### src/rtl/nand_cmd_pkg.sv
package nand_cmd_pkg;
  localparam logic [7:0] OPC_RESET  = 8'hFF;
  localparam logic [7:0] OPC_STAT_A = 8'h70;
  localparam logic [7:0] OPC_STAT_B = 8'hF1;
  localparam logic [7:0] OPC_ID     = 8'h90;
  localparam logic [7:0] OPC_RD_SET = 8'h00;
  localparam logic [7:0] OPC_RD_GO  = 8'h30;
  localparam logic [7:0] OPC_PG_SET = 8'h80;
  localparam logic [7:0] OPC_PG_GO  = 8'h10;
  localparam logic [7:0] OPC_ER_SET = 8'h60;
  localparam logic [7:0] OPC_ER_GO  = 8'hD0;
  localparam logic [7:0] OPC_RO_SET = 8'h05;
  localparam logic [7:0] OPC_RO_GO  = 8'hE0;

  typedef enum logic [2:0] {ST_IDLE, ST_RD, ST_PG, ST_ER, ST_RO} gram_e;
  typedef enum logic [1:0] {OP_NONE, OP_READ, OP_PROG, OP_ERASE} op_e;
  typedef enum logic [1:0] {OM_DATA, OM_STATUS, OM_ID} omode_e;
endpackage

### src/rtl/nand_bus_sampler.sv
module nand_bus_sampler (
  input  logic       clk_i,
  input  logic       rst_ni,
  input  logic       ce_n_i,
  input  logic       cle_i,
  input  logic       ale_i,
  input  logic       we_n_i,
  input  logic       re_n_i,
  output logic       cmd_v_o,
  output logic       addr_v_o,
  output logic       data_v_o,
  output logic       rd_fall_o
);
  logic we_q, re_q, we_rise;

  always_ff @(posedge clk_i or negedge rst_ni) begin
    if (!rst_ni) begin
      we_q <= 1'b1;
      re_q <= 1'b1;
    end else begin
      we_q <= we_n_i;
      re_q <= re_n_i;
    end
  end

  assign we_rise   = !we_q && we_n_i && !ce_n_i;
  assign cmd_v_o   = we_rise && cle_i && !ale_i;
  assign addr_v_o  = we_rise && ale_i && !cle_i;
  assign data_v_o  = we_rise && !cle_i && !ale_i;
  assign rd_fall_o = re_q && !re_n_i && !ce_n_i;

  assert_strobe_edge_R1: assert property (@(posedge clk_i) disable iff (!rst_ni)
    (cmd_v_o || addr_v_o || data_v_o) |-> ($past(we_n_i) == 1'b0 && !ce_n_i));
endmodule

### src/rtl/nand_busy_timer.sv
module nand_busy_timer
  import nand_cmd_pkg::*;
#(
  parameter int T_READ  = 20,
  parameter int T_PROG  = 40,
  parameter int T_ERASE = 60,
  parameter int T_RESET = 5
) (
  input  logic clk_i,
  input  logic rst_ni,
  input  logic start_i,
  input  op_e  op_i,
  output logic busy_o,
  output logic done_o,
  output op_e  done_op_o
);
  localparam int TMAX_A = (T_READ > T_PROG) ? T_READ : T_PROG;
  localparam int TMAX_B = (T_ERASE > T_RESET) ? T_ERASE : T_RESET;
  localparam int TMAX   = (TMAX_A > TMAX_B) ? TMAX_A : TMAX_B;
  localparam int CNT_W  = $clog2(TMAX + 1);

  logic [CNT_W-1:0] cnt_q, dur;
  op_e op_q;

  always_comb begin
    case (op_i)
      OP_READ:  dur = CNT_W'(T_READ);
      OP_PROG:  dur = CNT_W'(T_PROG);
      OP_ERASE: dur = CNT_W'(T_ERASE);
      default:  dur = CNT_W'(T_RESET);
    endcase
  end

  always_ff @(posedge clk_i or negedge rst_ni) begin
    if (!rst_ni) begin
      cnt_q <= '0;
      op_q  <= OP_NONE;
    end else if (start_i) begin
      cnt_q <= dur;
      op_q  <= op_i;
    end else if (cnt_q != '0) begin
      cnt_q <= cnt_q - 1'b1;
    end
  end

  assign busy_o    = cnt_q != '0;
  assign done_o    = cnt_q == CNT_W'(1);
  assign done_op_o = op_q;

  assert_start_busy_R2: assert property (@(posedge clk_i) disable iff (!rst_ni)
    start_i |=> busy_o);
endmodule

### src/rtl/nand_page_store.sv
module nand_page_store #(
  parameter int PAGE_BYTES    = 16,
  parameter int NUM_PAGES     = 8,
  parameter int PAGES_PER_BLK = 2,
  localparam int COL_W = $clog2(PAGE_BYTES),
  localparam int PG_W  = $clog2(NUM_PAGES)
) (
  input  logic             clk_i,
  input  logic             rst_ni,
  input  logic             clr_i,
  input  logic             we_i,
  input  logic [COL_W-1:0] col_i,
  input  logic [7:0]       din_i,
  input  logic             load_i,
  input  logic             prog_i,
  input  logic             erase_i,
  input  logic [PG_W-1:0]  row_i,
  output logic [7:0]       dout_o
);
  localparam int BLK_SH = $clog2(PAGES_PER_BLK);

  logic [7:0] mem  [NUM_PAGES][PAGE_BYTES];
  logic [7:0] preg [PAGE_BYTES];

  always_ff @(posedge clk_i or negedge rst_ni) begin
    if (!rst_ni) begin
      for (int p = 0; p < NUM_PAGES; p++)
        for (int c = 0; c < PAGE_BYTES; c++) mem[p][c] <= 8'hFF;
    end else begin
      for (int p = 0; p < NUM_PAGES; p++)
        for (int c = 0; c < PAGE_BYTES; c++)
          if (erase_i && ((p >> BLK_SH) == (int'(row_i) >> BLK_SH))) mem[p][c] <= 8'hFF;
          else if (prog_i && p == int'(row_i)) mem[p][c] <= preg[c];
    end
  end

  always_ff @(posedge clk_i or negedge rst_ni) begin
    if (!rst_ni) begin
      for (int c = 0; c < PAGE_BYTES; c++) preg[c] <= 8'hFF;
    end else begin
      for (int c = 0; c < PAGE_BYTES; c++)
        if (clr_i) preg[c] <= 8'hFF;
        else if (load_i) preg[c] <= mem[row_i][c];
        else if (we_i && c == int'(col_i)) preg[c] <= din_i;
    end
  end

  assign dout_o = preg[col_i];
endmodule

### src/rtl/nand_cmd_interp.sv
module nand_cmd_interp
  import nand_cmd_pkg::*;
#(
  parameter int PAGE_BYTES    = 16,
  parameter int NUM_PAGES     = 8,
  parameter int PAGES_PER_BLK = 2,
  parameter int ROW_CYC       = 1,
  parameter int T_READ        = 20,
  parameter int T_PROG        = 40,
  parameter int T_ERASE       = 60,
  parameter int T_RESET       = 5,
  parameter int ID_LEN        = 5,
  parameter logic [8*ID_LEN-1:0] ID_CODE = 40'hC5_7E_19_A3_D2
) (
  input  logic       clk_i,
  input  logic       rst_ni,
  input  logic       ce_n_i,
  input  logic       cle_i,
  input  logic       ale_i,
  input  logic       we_n_i,
  input  logic       re_n_i,
  input  logic [7:0] io_i,
  output logic [7:0] io_o,
  output logic       io_oe_o,
  output logic       rb_o
);
  localparam int COL_CYC  = 2;
  localparam int ADDR_MAX = COL_CYC + ROW_CYC;
  localparam int ACNT_W   = $clog2(ADDR_MAX + 1);
  localparam int COL_W    = $clog2(PAGE_BYTES);
  localparam int PG_W     = $clog2(NUM_PAGES);
  localparam int ROW_W    = 8 * ROW_CYC;
  localparam int IDX_W    = (ID_LEN > 1) ? $clog2(ID_LEN) : 1;

  logic cmd_v, addr_v, data_v, rd_fall;
  logic busy, tmr_done, tmr_start;
  op_e  tmr_op, done_op;

  gram_e state_q, state_n;
  omode_e omode_q;
  logic [ACNT_W-1:0] acnt_q, need;
  logic [7:0] addr_b [ADDR_MAX];
  logic [COL_W-1:0] col_q, pcol_q, col_full, col_pg;
  logic [PG_W-1:0] row_q;
  logic [ROW_W-1:0] row_full;
  logic row_ok_q, fail_q;
  logic [IDX_W-1:0] idx_q;
  logic [7:0] io_q, pr_dout;
  logic full, busy_ok, acnt_clr, latch, pr_clr, pr_we, set_status, set_id, ro_go;
  logic ok_done, rd_done;

  nand_bus_sampler u_smp (
    .clk_i, .rst_ni, .ce_n_i, .cle_i, .ale_i, .we_n_i, .re_n_i,
    .cmd_v_o(cmd_v), .addr_v_o(addr_v), .data_v_o(data_v), .rd_fall_o(rd_fall)
  );

  nand_busy_timer #(.T_READ(T_READ), .T_PROG(T_PROG), .T_ERASE(T_ERASE), .T_RESET(T_RESET)) u_tmr (
    .clk_i, .rst_ni, .start_i(tmr_start), .op_i(tmr_op),
    .busy_o(busy), .done_o(tmr_done), .done_op_o(done_op)
  );

  assign ok_done = tmr_done && row_ok_q;
  assign rd_done = tmr_done && done_op == OP_READ;

  nand_page_store #(.PAGE_BYTES(PAGE_BYTES), .NUM_PAGES(NUM_PAGES), .PAGES_PER_BLK(PAGES_PER_BLK)) u_store (
    .clk_i, .rst_ni, .clr_i(pr_clr), .we_i(pr_we), .col_i(col_q), .din_i(io_i),
    .load_i(ok_done && done_op == OP_READ), .prog_i(ok_done && done_op == OP_PROG),
    .erase_i(ok_done && done_op == OP_ERASE), .row_i(row_q), .dout_o(pr_dout)
  );

  always_comb begin
    case (state_q)
      ST_RD, ST_PG: need = ACNT_W'(ADDR_MAX);
      ST_ER:        need = ACNT_W'(ROW_CYC);
      ST_RO:        need = ACNT_W'(COL_CYC);
      default:      need = '0;
    endcase
    for (int k = 0; k < ROW_CYC; k++)
      row_full[8*k +: 8] = (state_q == ST_ER) ? addr_b[k] : addr_b[k + COL_CYC];
  end

  assign full     = (need != '0) && (acnt_q == need);
  assign col_full = COL_W'({addr_b[1], addr_b[0]});
  assign col_pg   = COL_W'({io_i, addr_b[0]});
  assign busy_ok  = io_i == OPC_RESET || io_i == OPC_STAT_A || io_i == OPC_STAT_B;
  assign pr_we    = data_v && !busy && state_q == ST_PG && full;

  // command grammar
  always_comb begin
    state_n = state_q; acnt_clr = 1'b0; tmr_start = 1'b0; tmr_op = OP_NONE;
    latch = 1'b0; pr_clr = 1'b0; set_status = 1'b0; set_id = 1'b0; ro_go = 1'b0;
    if (cmd_v) begin
      if (io_i == OPC_RESET) begin
        state_n = ST_IDLE; acnt_clr = 1'b1; tmr_start = 1'b1; set_status = 1'b1;
      end else if (io_i == OPC_STAT_A || io_i == OPC_STAT_B) begin
        set_status = 1'b1;
      end else if (!busy) begin
        state_n = ST_IDLE;
        case (io_i)
          OPC_ID:     set_id = 1'b1;
          OPC_RD_SET: begin state_n = ST_RD; acnt_clr = 1'b1; end
          OPC_PG_SET: begin state_n = ST_PG; acnt_clr = 1'b1; pr_clr = 1'b1; end
          OPC_ER_SET: begin state_n = ST_ER; acnt_clr = 1'b1; end
          OPC_RO_SET: begin state_n = ST_RO; acnt_clr = 1'b1; end
          OPC_RD_GO:  if (state_q == ST_RD && full) begin tmr_start = 1'b1; tmr_op = OP_READ;  latch = 1'b1; end
          OPC_PG_GO:  if (state_q == ST_PG && full) begin tmr_start = 1'b1; tmr_op = OP_PROG;  latch = 1'b1; end
          OPC_ER_GO:  if (state_q == ST_ER && full) begin tmr_start = 1'b1; tmr_op = OP_ERASE; latch = 1'b1; end
          OPC_RO_GO:  ro_go = state_q == ST_RO && full;
          default: ;
        endcase
      end
    end
  end

  always_ff @(posedge clk_i or negedge rst_ni) begin
    if (!rst_ni) begin
      state_q <= ST_IDLE; acnt_q <= '0; row_q <= '0; pcol_q <= '0;
      row_ok_q <= 1'b1; fail_q <= 1'b0;
      for (int k = 0; k < ADDR_MAX; k++) addr_b[k] <= '0;
    end else begin
      state_q <= state_n;
      if (acnt_clr) acnt_q <= '0;
      else if (addr_v && !busy && acnt_q < need) begin
        addr_b[acnt_q] <= io_i;
        acnt_q <= acnt_q + 1'b1;
      end
      if (latch) begin
        row_q    <= PG_W'(row_full);
        row_ok_q <= row_full < ROW_W'(NUM_PAGES);
        pcol_q   <= col_full;
      end
      if (tmr_done && done_op != OP_NONE) fail_q <= !row_ok_q;
    end
  end

  // column pointer, output mode and bus output
  always_ff @(posedge clk_i or negedge rst_ni) begin
    if (!rst_ni) begin
      col_q <= '0; omode_q <= OM_DATA; idx_q <= '0; io_q <= '0;
    end else begin
      if (rd_done) col_q <= pcol_q;
      else if (ro_go) col_q <= col_full;
      else if (addr_v && !busy && state_q == ST_PG && acnt_q == ACNT_W'(1)) col_q <= col_pg;
      else if (pr_we || (rd_fall && omode_q == OM_DATA)) col_q <= col_q + 1'b1;

      if (set_status) omode_q <= OM_STATUS;
      else if (set_id) omode_q <= OM_ID;
      else if (ro_go || rd_done) omode_q <= OM_DATA;

      if (set_id) idx_q <= '0;
      else if (rd_fall && omode_q == OM_ID)
        idx_q <= (idx_q == IDX_W'(ID_LEN - 1)) ? '0 : idx_q + 1'b1;

      if (rd_fall) begin
        case (omode_q)
          OM_STATUS: io_q <= {1'b0, !busy, 5'b0, fail_q};
          OM_ID:     io_q <= ID_CODE[8*idx_q +: 8];
          default:   io_q <= pr_dout;
        endcase
      end
    end
  end

  assign io_o    = io_q;
  assign io_oe_o = !ce_n_i && !re_n_i;
  assign rb_o    = !busy;

  assert_busy_filter_R8: assert property (@(posedge clk_i) disable iff (!rst_ni)
    (busy && cmd_v && !busy_ok) |=> ($stable(state_q) && $stable(acnt_q)));

  assert_addr_cap_R9: assert property (@(posedge clk_i) disable iff (!rst_ni)
    (addr_v && !busy && acnt_q == need) |=> ($stable(acnt_q) && $stable(addr_b[0])));

  assert_col_step_R10: assert property (@(posedge clk_i) disable iff (!rst_ni)
    (rd_fall && omode_q == OM_DATA && !cmd_v && !addr_v && !data_v && !tmr_done)
      |=> col_q == $past(col_q) + 1'b1);

  assert_busy_shift_R12: assert property (@(posedge clk_i) disable iff (!rst_ni)
    (busy && !tmr_done) |=> !rb_o);
endmodule

### config.mk
export PLATFORM = sky130hd
export DESIGN_NAME = nand_cmd_interp
export DESIGN_NICKNAME = d
export VERILOG_FILES = /design/src/rtl/nand_cmd_pkg.sv /design/src/rtl/nand_bus_sampler.sv /design/src/rtl/nand_busy_timer.sv /design/src/rtl/nand_page_store.sv /design/src/rtl/nand_cmd_interp.sv
export SDC_FILE = /design/constraint.sdc
export NUM_CORES = 2
export LEC_CHECK = 0
export BUFFER_PORTS_ARGS = -buffer_cell sky130_fd_sc_hd__buf_4
export CELL_PAD_IN_SITES_DETAIL_PLACEMENT = 0
export CELL_PAD_IN_SITES_GLOBAL_PLACEMENT = 1
export CORE_MARGIN = 2
export CORE_UTILIZATION = 45
export DETAILED_ROUTE_END_ITERATION = 7
export PLACE_DENSITY = 0.69
export REMOVE_ABC_BUFFERS = 1
export SLEW_MARGIN = 10
export SYNTH_ARGS = -nofsm -noshare
export SYNTH_HDL_FRONTEND = slang
export SYNTH_SLANG_ARGS = --single-unit
### constraint.sdc
create_clock -name clk_i -period 4.9 [get_ports clk_i]
set_input_delay 0.49 -clock clk_i [delete_from_list [all_inputs] [get_ports clk_i]]
set_output_delay 0.49 -clock clk_i [all_outputs]
set_load 0.1 [all_outputs]
==> impl_summary.log <==
[metrics] Max-slew headroom: 25.2%
[metrics] global-route wire length before repair: 260000 um
[metrics] antenna diode count: 0
[metrics] register bit count reported by yosys: 1209
[metrics] Avg WL per Cell: 31.6 um
[metrics] portion of the post-synthesis area used by sequential elements: 56.8%
[metrics] CP Class: reg2reg
[metrics] class of the tightest hold or removal check: in2reg
[metrics] placer congestion estimate: 0.788
[metrics] Synth top area share: 54.4%
[metrics] maximum achievable frequency: 0.280 GHz
[metrics] CP Buf/Inv Count: 2
[metrics] share of synthesized flip-flops with an asynchronous set or reset: 100%
[metrics] top post-synthesis cells by area: dfstp_2 (54%), o22a_1 (16%), mux4_2 (12%)
[metrics] TNS Setup: 0 ns
[metrics] share of the clock period used by the worst path after layout: 73.0%
[metrics] number of global-route vias before repair: 38100
[metrics] Worst R2R Path Depth: 12
[metrics] Post-Synthesis Mean Instance Area: 13.9 um2
[metrics] dominant delay contributor by cell family on the critical path: simple AND/OR/NAND/NOR gates
[metrics] maximum number of pins on one net before global-route repair: 137
[metrics] initial DRC count: 3432
[metrics] area of the multi-input gates: 22100 um2
[metrics] Cell Chain, Critical Path: xnor2_1 -> nor2_1 -> a21oi_1 -> ha_1 -> nand2_1 -> nor4_2 -> buf_4 -> and3_2 -> buf_4 -> a31oi_1 -> a22o_1 -> nand2_1
[metrics] Clock Path Buffers: 3
[metrics] number of flops mapped to enable cells by yosys: 0
[metrics] ratio of cells with drive above 1 in the final layout: 48.3%
[metrics] cell type of the slowest stage on the worst timing path: and3_2
[metrics] Num CTS Buffers: 133
[metrics] start of the worst register-to-register path: state_q[0]$_DFFE_PN0P_
[metrics] DRC Markers: 0
[metrics] cell type with the highest aggregate area in the netlist: dfstp_2
[metrics] area taken by flip-flops and latches: 31700 um2
[metrics] final core utilization: 50.3%
[metrics] total congestion overflow: 0
[metrics] outcome: finished clean
[metrics] Floorplan Core Area: 123000 um2
[metrics] GR Util All Layers: 27.4%
[metrics] post-CTS setup-driven buffer insertion count: 0
[metrics] standard-cell rows: 129
[metrics] HPWL after DPL: 89900 um
[metrics] maximum fanout encountered on the critical timing path: 21
[metrics] most frequently used cell type in the post-synthesis netlist: dfstp_2
[metrics] H-tree depth: 4
[metrics] Post-Synthesis Cell Area: 55800 um2
[metrics] 1st-pass router iterations: 8
[metrics] Root Buffer Master: clkbuf_16
[metrics] number of vias in the routed layout: 37200
[metrics] number of ports placed on the die boundary: 25
[metrics] antenna violations before repair: 1
[metrics] number of hold-slack violations in the final timing report: 0
[metrics] R2R setup slack: 1.32 ns
[metrics] post-route ant nets: 0
[metrics] via/cell ratio: 6.78
[metrics] die span in y: 356 um
[metrics] number of instances on the worst hold path: 3
[metrics] post-placement setup slack: 1.44 ns
[metrics] Final Skew: 0.0332 ns
[metrics] arrival time worst endpoint: 4.28 ns
[metrics] most frequent cells after synthesis: dfstp_2 (1155), o22a_1 (1024), clkbuf_1 (306), mux4_2 (295), nand2_1 (270)
[metrics] RSZ-0062 raised after global routing: no
[metrics] critical hold path startpoint: ale_i
[metrics] CP Launch Type: flop
[metrics] Pins Over Slew Limit: 0
[metrics] area enclosed by the die boundary: 127000 um2
[metrics] Main synth FF type: dfstp_2
[metrics] number of warnings reported in the yosys synthesis log: 0
[metrics] number of maximum-capacitance constraint violations: 0
[metrics] FF-to-FF End: u_store.preg[9]$_DFFE_PN1P_
[metrics] clock insertion delay at the later pin of the skew report: 0.77 ns
[metrics] clock-pin transition on the worst setup and hold timing paths: 0.06 ns
[metrics] final critical delay including setup and external delays: 3.58 ns
[metrics] WHS: 0.141 ns
[metrics] number of nets in the layout: 3777
[metrics] area added between synthesis and finish: 11.1%
[metrics] endpoint required time on the critical path: 5.60 ns
[metrics] worst-margin pin slew: 1.12 ns
[metrics] Filler Cell Count: 10600
[metrics] P per Cell Area: 350 nW/um2
[metrics] number of sinks on the clock net: 1209
[metrics] destination of the worst hold path: acnt_q[0]$_DFFE_PN0P_
[metrics] die boundary width: 356 um
[metrics] P_leak: 0.0225 uW
[metrics] endpoints failing setup: 0
[metrics] sort of element at the end of the critical path: flop
[metrics] overall routed net length: 173000 um
[metrics] number of buffer cells added on primary ports: 24
[metrics] Slowest Stage Delay on Critical Path: 0.83 ns
[metrics] count of different cell masters after synthesis: 65
[metrics] maximum VDD drop: 0.379 mV
[metrics] smallest setup slack after layout: 1.32 ns
[metrics] Pwr Total: 21700 uW
[metrics] starting density of the core: 45.3%
[metrics] TritonCTS clock tree: built
[metrics] cells after synthesis: 4020
[cell families after synthesis]
family / Yosys count / share of synthesized area, %
adders and majority gates: 18 / 0.404
and+or+nand+nor: 428 / 3.54
muxes: 450 / 14.7
DFF: 1209 / 56.8
AOI/OAI and AO/OA: 1347 / 20.4
xor gates and xnor gates: 9 / 0.141
buffers and inverters: 559 / 3.97
[power by group]
part / internal [uW] / switching (uW) / total [uW]
sequential: 10100 / 124 / 10200
combinational: 298 / 839 / 1140
clock: 6210 / 4130 / 10300
total: 16600 / 5090 / 21700
[worst register-to-register path, delay by kind of cell, from the launching register on]
family                     cells  cell delay (ns)
AOI/OAI and AO/OA              3             0.45
xor gates and xnor gates       1             0.19
adders and majority gates      1             0.35
buffers and inverters          2             0.71
DFF                            1             0.53
and+or+nand+nor                5             1.30
[how the worst max path moves through the flow]
stage                               start                      endpoint  slack [ns]  depth (start not counted)
3_5_place_dp   u_tmr.cnt_q[0]$_DFFE_PN0P_  u_store.preg[14]$_DFFE_PN1P_        1.44                          9
5_1_grt            state_q[0]$_DFFE_PN0P_   u_store.preg[9]$_DFFE_PN1P_        1.23                         12
2_1_floorplan        row_q[0]$_DFFE_PN0P_  u_store.mem[768]$_DFFE_PN1P_      -10.82                          3
4_1_cts        u_tmr.cnt_q[0]$_DFFE_PN0P_                          rb_o        1.41                          6
3_3_place_gp   u_tmr.cnt_q[0]$_DFFE_PN0P_  u_store.preg[41]$_DFFE_PN1P_        1.52                          9
6_report           state_q[0]$_DFFE_PN0P_   u_store.preg[9]$_DFFE_PN1P_        1.32                         12
[metrics by stage]
step	std cells	cell area (um2)
6_report	5484	62000
5_1_grt	5484	62000
4_1_cts	5484	62000
3_5_place_dp	5243	57500
3_3_place_gp	5243	57500
2_1_floorplan	3475	53600
[flip-flops by register name, summed over array words and instances, names as in the netlist]
name             flops
addr_b              16
u_store.preg       128
io_o                 8
fail_q               1
omode_q              2
u_store.mem       1024
u_smp.re_q           1
u_tmr.done_op_o      2
row_q                3
idx_q                3
acnt_q               2
pcol_q               4
u_smp.we_q           1
u_tmr.cnt_q          6
state_q              3
row_ok_q             1
col_q                4
[cell type report]
type / instances / area share (%)
sequential: 1209 / 51.1
tap: 1637 / 3.30
clock inverter: 35 / 0.674
inverter: 14 / 0.0847
clock buffer: 203 / 6.60
timing repair buffer: 134 / 2.62
multi-input combinational: 2252 / 35.6
[layout by cell type (no fill, tap or decap), types with 23 or more instances in the layout]
cell | synthesis | layout
dfrtp_1 | 54 | 49
clkbuf_1 | 306 | 28
buf_12 | 0 | 48
clkbuf_16 | 0 | 140
dfstp_2 | 1155 | 1155
mux4_2 | 295 | 295
buf_4 | 1 | 82
clkbuf_8 | 0 | 35
mux2i_1 | 135 | 135
a22o_1 | 133 | 133
o22a_1 | 1024 | 1024
clkinv_2 | 0 | 23
nor2_1 | 46 | 36
a31oi_1 | 115 | 115
nand2_1 | 270 | 261
[timing repair]
item,in CTS,in global routing
gates resized for setup,0,0
setup endpoints to repair,0,0
hold buffers,3,0
hold endpoints to repair,4,0
[layer usage]
layer	track usage (%)	vias to the layer above	wire [um]
li1	-	15100	-
met1	38.4	20500	75500
met2	44.1	1311	82600
met3	4.35	265	11100
met4	8.19	0	4280
met5	0	-	0
(Power assumes the default switching activity.)
